===== config.mk =====
export PLATFORM = sky130hd
export DESIGN_NAME = uart_ctl_irq
export DESIGN_NICKNAME = d
export VERILOG_FILES = /design/src/rtl/uart_ctl_pkg.sv /design/src/rtl/uart_ctl_reg.sv /design/src/rtl/uart_irq_req.sv /design/src/rtl/uart_line_route.sv /design/src/rtl/uart_ctl_irq.sv
export SDC_FILE = /design/constraint.sdc
export NUM_CORES = 1
export LEC_CHECK = 0
export ABC_AREA = 1
export BUFFER_PORTS_ARGS = -buffer_cell sky130_fd_sc_hd__buf_2
export CORE_UTILIZATION = 44
export CTS_BUF_LIST = sky130_fd_sc_hd__clkbuf_16
export DETAILED_ROUTE_END_ITERATION = 6
export PLACE_DENSITY = 0.87
export SYNTH_ARGS = -nofsm -noshare
export SYNTH_HDL_FRONTEND = slang
export SYNTH_SLANG_ARGS = --single-unit

===== constraint.sdc =====
create_clock -name clk_i -period 0.9 [get_ports clk_i]
set_input_delay 0.135 -clock clk_i [delete_from_list [all_inputs] [get_ports clk_i]]
set_output_delay 0.135 -clock clk_i [all_outputs]
set_load 0.05 [all_outputs]

===== src/rtl/uart_ctl_pkg.sv =====
package uart_ctl_pkg;

  typedef struct packed {
    logic fifo_en;    // [6]
    logic clk_ext;    // [5]
    logic tx_level;   // [4]
    logic rx_level;   // [3]
    logic tmo_en;     // [2]
    logic err_en;     // [1]
    logic loopback;   // [0]
  } ctrl_t;

  localparam int unsigned CTRL_W = $bits(ctrl_t);

  typedef enum logic [1:0] {
    SRC_TX  = 2'd0,
    SRC_RX  = 2'd1,
    SRC_TMO = 2'd2,
    SRC_ERR = 2'd3
  } irq_src_e;

  localparam int unsigned NUM_SRC = 4;

endpackage


===== src/rtl/uart_ctl_reg.sv =====
module uart_ctl_reg
  import uart_ctl_pkg::*;
(
  input  logic              clk_i,
  input  logic              rst_ni,
  input  logic              we_i,
  input  logic [CTRL_W-1:0] wdata_i,
  output ctrl_t             ctrl_o
);

  ctrl_t ctrl_q;

  always_ff @(posedge clk_i or negedge rst_ni) begin
    if (!rst_ni)   ctrl_q <= '0;
    else if (we_i) ctrl_q <= ctrl_t'(wdata_i);
  end

  assign ctrl_o = ctrl_q;


  ctrl_hold_chk: assert property (@(posedge clk_i) disable iff (!rst_ni)
    !we_i |=> $stable(ctrl_q));

endmodule


===== src/rtl/uart_irq_req.sv =====
module uart_irq_req (
  input  logic clk_i,
  input  logic rst_ni,
  input  logic level_i,
  input  logic cond_i,
  output logic irq_o
);

  logic cond_q, irq_q;

  // history tracks the condition in both modes so a mode change never fakes an edge
  always_ff @(posedge clk_i or negedge rst_ni) begin
    if (!rst_ni) begin
      cond_q <= 1'b0;
      irq_q  <= 1'b0;
    end else begin
      cond_q <= cond_i;
      irq_q  <= level_i ? cond_i : (cond_i & ~cond_q);
    end
  end

  assign irq_o = irq_q;


  pulse_single_chk: assert property (@(posedge clk_i) disable iff (!rst_ni)
    irq_o && !level_i |=> !irq_o);


  level_follow_chk: assert property (@(posedge clk_i) disable iff (!rst_ni)
    level_i && cond_i |=> irq_o);


  no_cond_no_irq_chk: assert property (@(posedge clk_i) disable iff (!rst_ni)
    !cond_i |=> !irq_o);

endmodule


===== src/rtl/uart_line_route.sv =====
module uart_line_route (
  input  logic loopback_i,
  input  logic clk_ext_i,
  input  logic tx_serial_i,
  input  logic rxd_pad_i,
  input  logic pclk_tick_i,
  input  logic ext_tick_i,
  output logic txd_pad_o,
  output logic rx_serial_o,
  output logic baud_tick_o,
  output logic baud_src_ext_o
);

  localparam logic LINE_IDLE = 1'b1;

  always_comb begin
    if (loopback_i) begin
      txd_pad_o   = LINE_IDLE;
      rx_serial_o = tx_serial_i;
    end else begin
      txd_pad_o   = tx_serial_i;
      rx_serial_o = rxd_pad_i;
    end
  end

  assign baud_tick_o    = clk_ext_i ? ext_tick_i : pclk_tick_i;
  assign baud_src_ext_o = clk_ext_i;

endmodule


===== src/rtl/uart_ctl_irq.sv =====
module uart_ctl_irq
  import uart_ctl_pkg::*;
(
  input  logic              clk_i,
  input  logic              rst_ni,
  input  logic              ctrl_we_i,
  input  logic [CTRL_W-1:0] ctrl_wdata_i,
  input  logic              tx_buf_empty_i,
  input  logic              tx_fifo_trig_i,
  input  logic              rx_buf_ready_i,
  input  logic              rx_fifo_trig_i,
  input  logic              rx_timeout_i,
  input  logic              frame_err_i,
  input  logic              overrun_err_i,
  input  logic              tx_serial_i,
  input  logic              rxd_pad_i,
  input  logic              pclk_tick_i,
  input  logic              ext_tick_i,
  output logic              txd_pad_o,
  output logic              rx_serial_o,
  output logic              baud_tick_o,
  output logic              baud_src_ext_o,
  output logic              tx_irq_o,
  output logic              rx_irq_o,
  output logic              err_irq_o
);

  ctrl_t              ctrl;
  logic [NUM_SRC-1:0] src_cond;
  logic [NUM_SRC-1:0] src_lvl;
  logic [NUM_SRC-1:0] src_irq;

  uart_ctl_reg u_reg (
    .clk_i   (clk_i),
    .rst_ni  (rst_ni),
    .we_i    (ctrl_we_i),
    .wdata_i (ctrl_wdata_i),
    .ctrl_o  (ctrl)
  );

  always_comb begin
    src_cond[SRC_TX]  = ctrl.fifo_en ? tx_fifo_trig_i : tx_buf_empty_i;
    src_cond[SRC_RX]  = ctrl.fifo_en ? rx_fifo_trig_i : rx_buf_ready_i;
    src_cond[SRC_TMO] = rx_timeout_i & ctrl.tmo_en & ctrl.fifo_en;
    src_cond[SRC_ERR] = (frame_err_i | overrun_err_i) & ctrl.err_en;
    src_lvl           = {NUM_SRC{ctrl.rx_level}};
    src_lvl[SRC_TX]   = ctrl.tx_level;
  end

  for (genvar g = 0; g < NUM_SRC; g++) begin : g_src
    uart_irq_req u_req (
      .clk_i   (clk_i),
      .rst_ni  (rst_ni),
      .level_i (src_lvl[g]),
      .cond_i  (src_cond[g]),
      .irq_o   (src_irq[g])
    );
  end

  assign tx_irq_o  = src_irq[SRC_TX];
  assign rx_irq_o  = src_irq[SRC_RX] | src_irq[SRC_TMO];
  assign err_irq_o = src_irq[SRC_ERR];

  uart_line_route u_route (
    .loopback_i     (ctrl.loopback),
    .clk_ext_i      (ctrl.clk_ext),
    .tx_serial_i    (tx_serial_i),
    .rxd_pad_i      (rxd_pad_i),
    .pclk_tick_i    (pclk_tick_i),
    .ext_tick_i     (ext_tick_i),
    .txd_pad_o      (txd_pad_o),
    .rx_serial_o    (rx_serial_o),
    .baud_tick_o    (baud_tick_o),
    .baud_src_ext_o (baud_src_ext_o)
  );


  err_masked_chk: assert property (@(posedge clk_i) disable iff (!rst_ni)
    !ctrl.err_en |=> !err_irq_o);


  tmo_masked_chk: assert property (@(posedge clk_i) disable iff (!rst_ni)
    !ctrl.fifo_en && !rx_buf_ready_i |=> !rx_irq_o);


  loop_pad_idle_chk: assert property (@(posedge clk_i) disable iff (!rst_ni)
    ctrl.loopback |-> txd_pad_o);


  tx_fifo_sel_chk: assert property (@(posedge clk_i) disable iff (!rst_ni)
    ctrl.fifo_en && !tx_fifo_trig_i |=> !tx_irq_o);

endmodule


## After elaboration in Yosys (flattened, before gate mapping)

Index checks and enable logic that the tools add are counted.

- Word-level logic and storage cells: 37
- Output and inout port bits: 7
- Register bits: 15
- Input port bits: 21

- Bitwise operators: 13
- Mux-type cells: 9

Operators with widths:

| kind | number |
|---|---|
| 1-bit two-way mux | 9 |
| 1-bit bitwise AND | 7 |
| 1-bit NOT | 4 |
| 1-bit bitwise OR | 2 |

## Depth between registers and ports, before layout

- Word-level depth: 4
- Mapped depth: 4
- Depth with buffers taken out: 4

## Cells and area by module

From an unflattened synthesis, not the netlist that was laid out.

- Cells, all modules: 73
- Area total of the unflattened synthesis: 631.9 µm²

By module, submodules not included:

| module | seq. area each (µm²) | area each (µm²) | cells each | times used |
|---|---|---|---|---|
| uart_ctl_reg | 175.2 | 269.0 | 30 | 1 |
| uart_irq_req | 50.0 | 66.3 | 5 | 4 |
| uart_ctl_irq | 0.0 | 53.8 | 13 | 1 |
| uart_line_route | 0.0 | 43.8 | 10 | 1 |

## Worst setup path after synthesis

Ideal clock, no wire load.

- Path type: register to output
- Start: reg u_reg.ctrl_q, in the netlist u_reg.ctrl_o[0]
- End: out rx_serial_o
- Path buffers: 0
- Slack: -0.695 ns
- Cell stages (with the launch flop): 3
- Data arrival time: 1.460 ns
- Required time: 0.765 ns
- Cells stage by stage: dfrtp_1 inv_1 o21ai_0

- Word-level cells in the longest chain between the ends: 1

Ends and longest elaborated chain:

| element | RTL line | source |
|---|---|---|
| start, declared | uart_ctl_reg.sv:11 | `ctrl_t ctrl_q;` |
| start signal, assigned | uart_ctl_reg.sv:15 | `else if (we_i) ctrl_q <= ctrl_t'(wdata_i);` |
| 1-bit two-way mux | uart_line_route.sv:17 | `if (loopback_i) begin` |
| end, declared | uart_ctl_irq.sv:20 | `output logic rx_serial_o,` |

No other way between the ends.

## Final worst setup path

Ends and elaborated chain as after synthesis.

==> impl_summary.log <==
INFO  metric die_width = 39.7 um
INFO  metric yosys_register_bits = 15
INFO  metric finalCoreUtilization = 72.7%
INFO  metric critPathTopFamily = flip-flops
INFO  metric critical_path_required = between 0.7 and 0.8 ns
INFO  metric synth.cell_area = ~630 um2
INFO  metric cts_tree = built
INFO  metric totalPowerFinal = roughly 2 mW
INFO  metric timing.critical_path.buf_inv = 2
INFO  metric post_route_cell_area = between 900 and 1000 um2
INFO  metric antennaDiodeCount = 0
INFO  metric max_freq = 840 MHz
INFO  metric synth_edf_count = 0
INFO  metric clkTransAtPathRegs = approximately 0.050 ns
INFO  metric io-pin-count = 28
INFO  metric ff_latch_area = roughly 380 um2
INFO  metric insertion_delay = roughly 0.24 ns
INFO  metric postSynth.topFlopCell = dfrtp_1
INFO  metric synthDominantAreaCellType = dfrtp_1
INFO  metric postSynthNetCount = between 90 and 100
INFO  metric ir_worst_vdd = approximately 0.0017 V
INFO  metric grt_use_total = roughly 22%
INFO  metric largest_fanout_of_any_net_on_the_critical_path = 4
INFO  metric setup_viol = 7
INFO  metric grt_setup_unrepaired = yes
INFO  metric syn_avg_cell_area = approximately 8.6 um2
INFO  metric share_of_post_route_cells_with_drive_strength_above_1 = 41.5%
INFO  metric multiInputGateArea = 194 um2
INFO  metric total_clock_buffers_created_by_cts = 3
INFO  metric initial_core_util = roughly 48%
INFO  metric viasPerCell = 4.51
INFO  metric cts_root_buf = clkbuf_16
INFO  metric clock-sinks = 15
INFO  metric detailedPlacementHpwl = 852 um
INFO  metric synthesis.instances = 73
INFO  metric cp-start-kind = register
INFO  metric worst_setup_ep_type = output port
INFO  metric synth_cell_types = 9
INFO  metric die_height = 39.7 um
INFO  metric crit_path_cell_trace = inv_2 -> nand2_2 -> o21ai_4 -> buf_8
INFO  metric worst-slew-pin-transition = 0.324 ns
INFO  metric final.setup_skew = ~0.0025 ns
INFO  metric power.leakage = 0.555 nW
INFO  metric grt_max_degree = 16
INFO  metric placement.cell_area = around 800 um2
INFO  metric final_hold_viol_count = 0
INFO  metric ctsLongestPathBuffers = 2
INFO  metric period_share = 132%
INFO  metric finalNetCount = 128
INFO  metric grt_pass1_wl = approximately 2000 um
INFO  metric power.share.combinational = roughly a fifth
INFO  metric outcome = finished, violations left
INFO  metric slew_headroom = between 70% and 80%
INFO  metric place.gp.congestion = ~0.74
INFO  metric netSwitchingPower = 0.546 mW
INFO  metric flow.area_growth_from_synthesis = 52.9%
INFO  metric detail_route.first_pass.iterations = 4
INFO  metric slew_viol_final = 0
INFO  metric power.switching_fraction = between 20% and 30%
INFO  metric portion_of_total_power_attributed_to_the_clock_network = about two fifths
INFO  metric cts-htree-levels = 1
INFO  metric port-buffer-count = 27
INFO  metric grt_antenna_before_repair = 0
INFO  metric yosys_warnings = 0
INFO  metric post-route-drc-count = 0
INFO  metric synth_top_cells_by_area = dfrtp_1 (60%), inv_1 (12%), nand2_1 (11%)
INFO  metric congestion_overflow_gr = 0
INFO  metric routed_wirelength = approximately 1400 um
INFO  metric vias = roughly 550
INFO  metric fp.dieArea = around 1600 um2
INFO  metric grt_pass1_vias = 490
INFO  metric share_seq_of_total_power = 37.8%
INFO  metric power_density = between 2000 and 2500 nW/um2
INFO  metric critPathKind = reg -> out
INFO  metric violated_checks = setup timing
INFO  metric intPower = around 1.5 mW
INFO  metric worst_hold_path_type = in -> reg
INFO  metric async_flop_share = 100%
INFO  metric critPathArrivalTime = ~1.1 ns
INFO  metric core_region_area = between 1000 and 1500 um2
INFO  metric route.detailed.wl_per_inst = 11.3 um
INFO  metric whs = between 0.09 and 0.1 ns
INFO  metric synth.cells.most_frequent = inv_1 (20), nand2_1 (18), dfrtp_1 (15)
INFO  metric synth_largest_type_area_fraction = between 50% and 60%
INFO  metric drt_first_iter_violations = 6
INFO  metric final.min_clock_period = between 1 and 1.5 ns
INFO  metric synth_seq_area_share = between 50% and 60%
INFO  metric fillers = between 90 and 100
INFO  metric yosysMostFrequentCell = inv_1
INFO  metric slowest_stage = dfrtp_1
INFO  metric preCtsSetupSlack = -0.170 ns
INFO  metric num_rows = 13
INFO  metric cap_violations = 0
INFO  metric slowest_delay = 0.38 ns
INFO  metric drtAntennaViolNets = 0
INFO  metric fin_ws = -0.290 ns
==> area by class of cell <==
class / count / share of cell area (%)
multi-input cells: 37 / 20.2
clock buffers: 3 / 7.83
clock inverters: 1 / 0.392
flip-flops and latches: 15 / 39.3
repair buffers: 30 / 22.5
well taps: 15 / 1.96
inverters: 20 / 7.83
==> tightest hold or removal path, stage by stage <==
cell,delay (ns)
buf_2,0.07
nand2_1,0.04
o21ai_0,0.06
==> routing by layer <==
metal | global-route usage [%] | vias up | routed length, um
met5 | 0 | - | 0
met4 | 12.9 | 0 | 33
met3 | 10.8 | 5 | 64
met2 | 36.5 | 12 | 773
met1 | 21.2 | 254 | 492
li1 | - | 275 | -
==> power by group through the flow <==
stage	Combinational, mW	Sequential, mW	Clock (mW)
2_1_floorplan	0.193	0.823	0
3_3_place_gp	0.342	0.775	0
3_5_place_dp	0.353	0.778	0
4_1_cts	0.430	0.773	0.852
5_1_grt	0.471	0.780	0.894
6_report	0.436	0.774	0.838
==> per-stage QoR <==
step                      TNS, ns  instances
after floorplan           -0.0604         73
after global placement     -0.225        115
after detailed placement   -0.286        115
after CTS                  -0.983        121
after global routing        -1.24        121
final                       -1.02        121
==> final timing paths <==
kind                                             from                    to  slack (ns)  cells after the start
worst max-delay path                  u_reg.ctrl_o[0]           rx_serial_o       -0.29                      4
worst min-delay path                  ctrl_wdata_i[3]       u_reg.ctrl_o[3]         0.1                      3
worst max register to register        u_reg.ctrl_o[0]       u_reg.ctrl_o[0]        0.03                      4
worst min register to register  g_src[2].u_req.cond_q  g_src[2].u_req.irq_o        0.50                      3
max in group asynchronous                      rst_ni       u_reg.ctrl_o[5]        0.31                      2
min in group asynchronous                      rst_ni  g_src[3].u_req.irq_o        0.33                      2
==> layout by cell type (no fill, tap or decap), drive strengths merged <==
master       synthesis  routed
or2                  1       1
nor2                 8       8
buf                  1      29
nand3                1       1
nand2               18      18
o21ai                9       9
inv                 20      21
dfrtp               15      15
dlygate4sd3          0       1
clkbuf               0       3
==> timing repair <==
item                                    in CTS  in global routing
pin swaps                                    2                  1
endpoints found under the hold margin       15                  0
hold buffers                                 1                  0
gates resized for setup                     19                  1
buffers inserted                             1                  0
endpoints found under the setup margin       7                  7
==> state kept, by name, summed over array words and instances, names as in the netlist <==
| name | flops |
|---|---|
| u_reg.ctrl_o | 7 |
| g_src.u_req.cond_q | 4 |
| g_src.u_req.irq_o | 4 |
==> logic make-up after synthesis <==
group,count (synthesis),synth area share [%]
compound gates,9,8.98
buf+inv,21,13.8
flops,15,59.9
simple gates,28,17.4
Power figures use the tool's default switching activity.
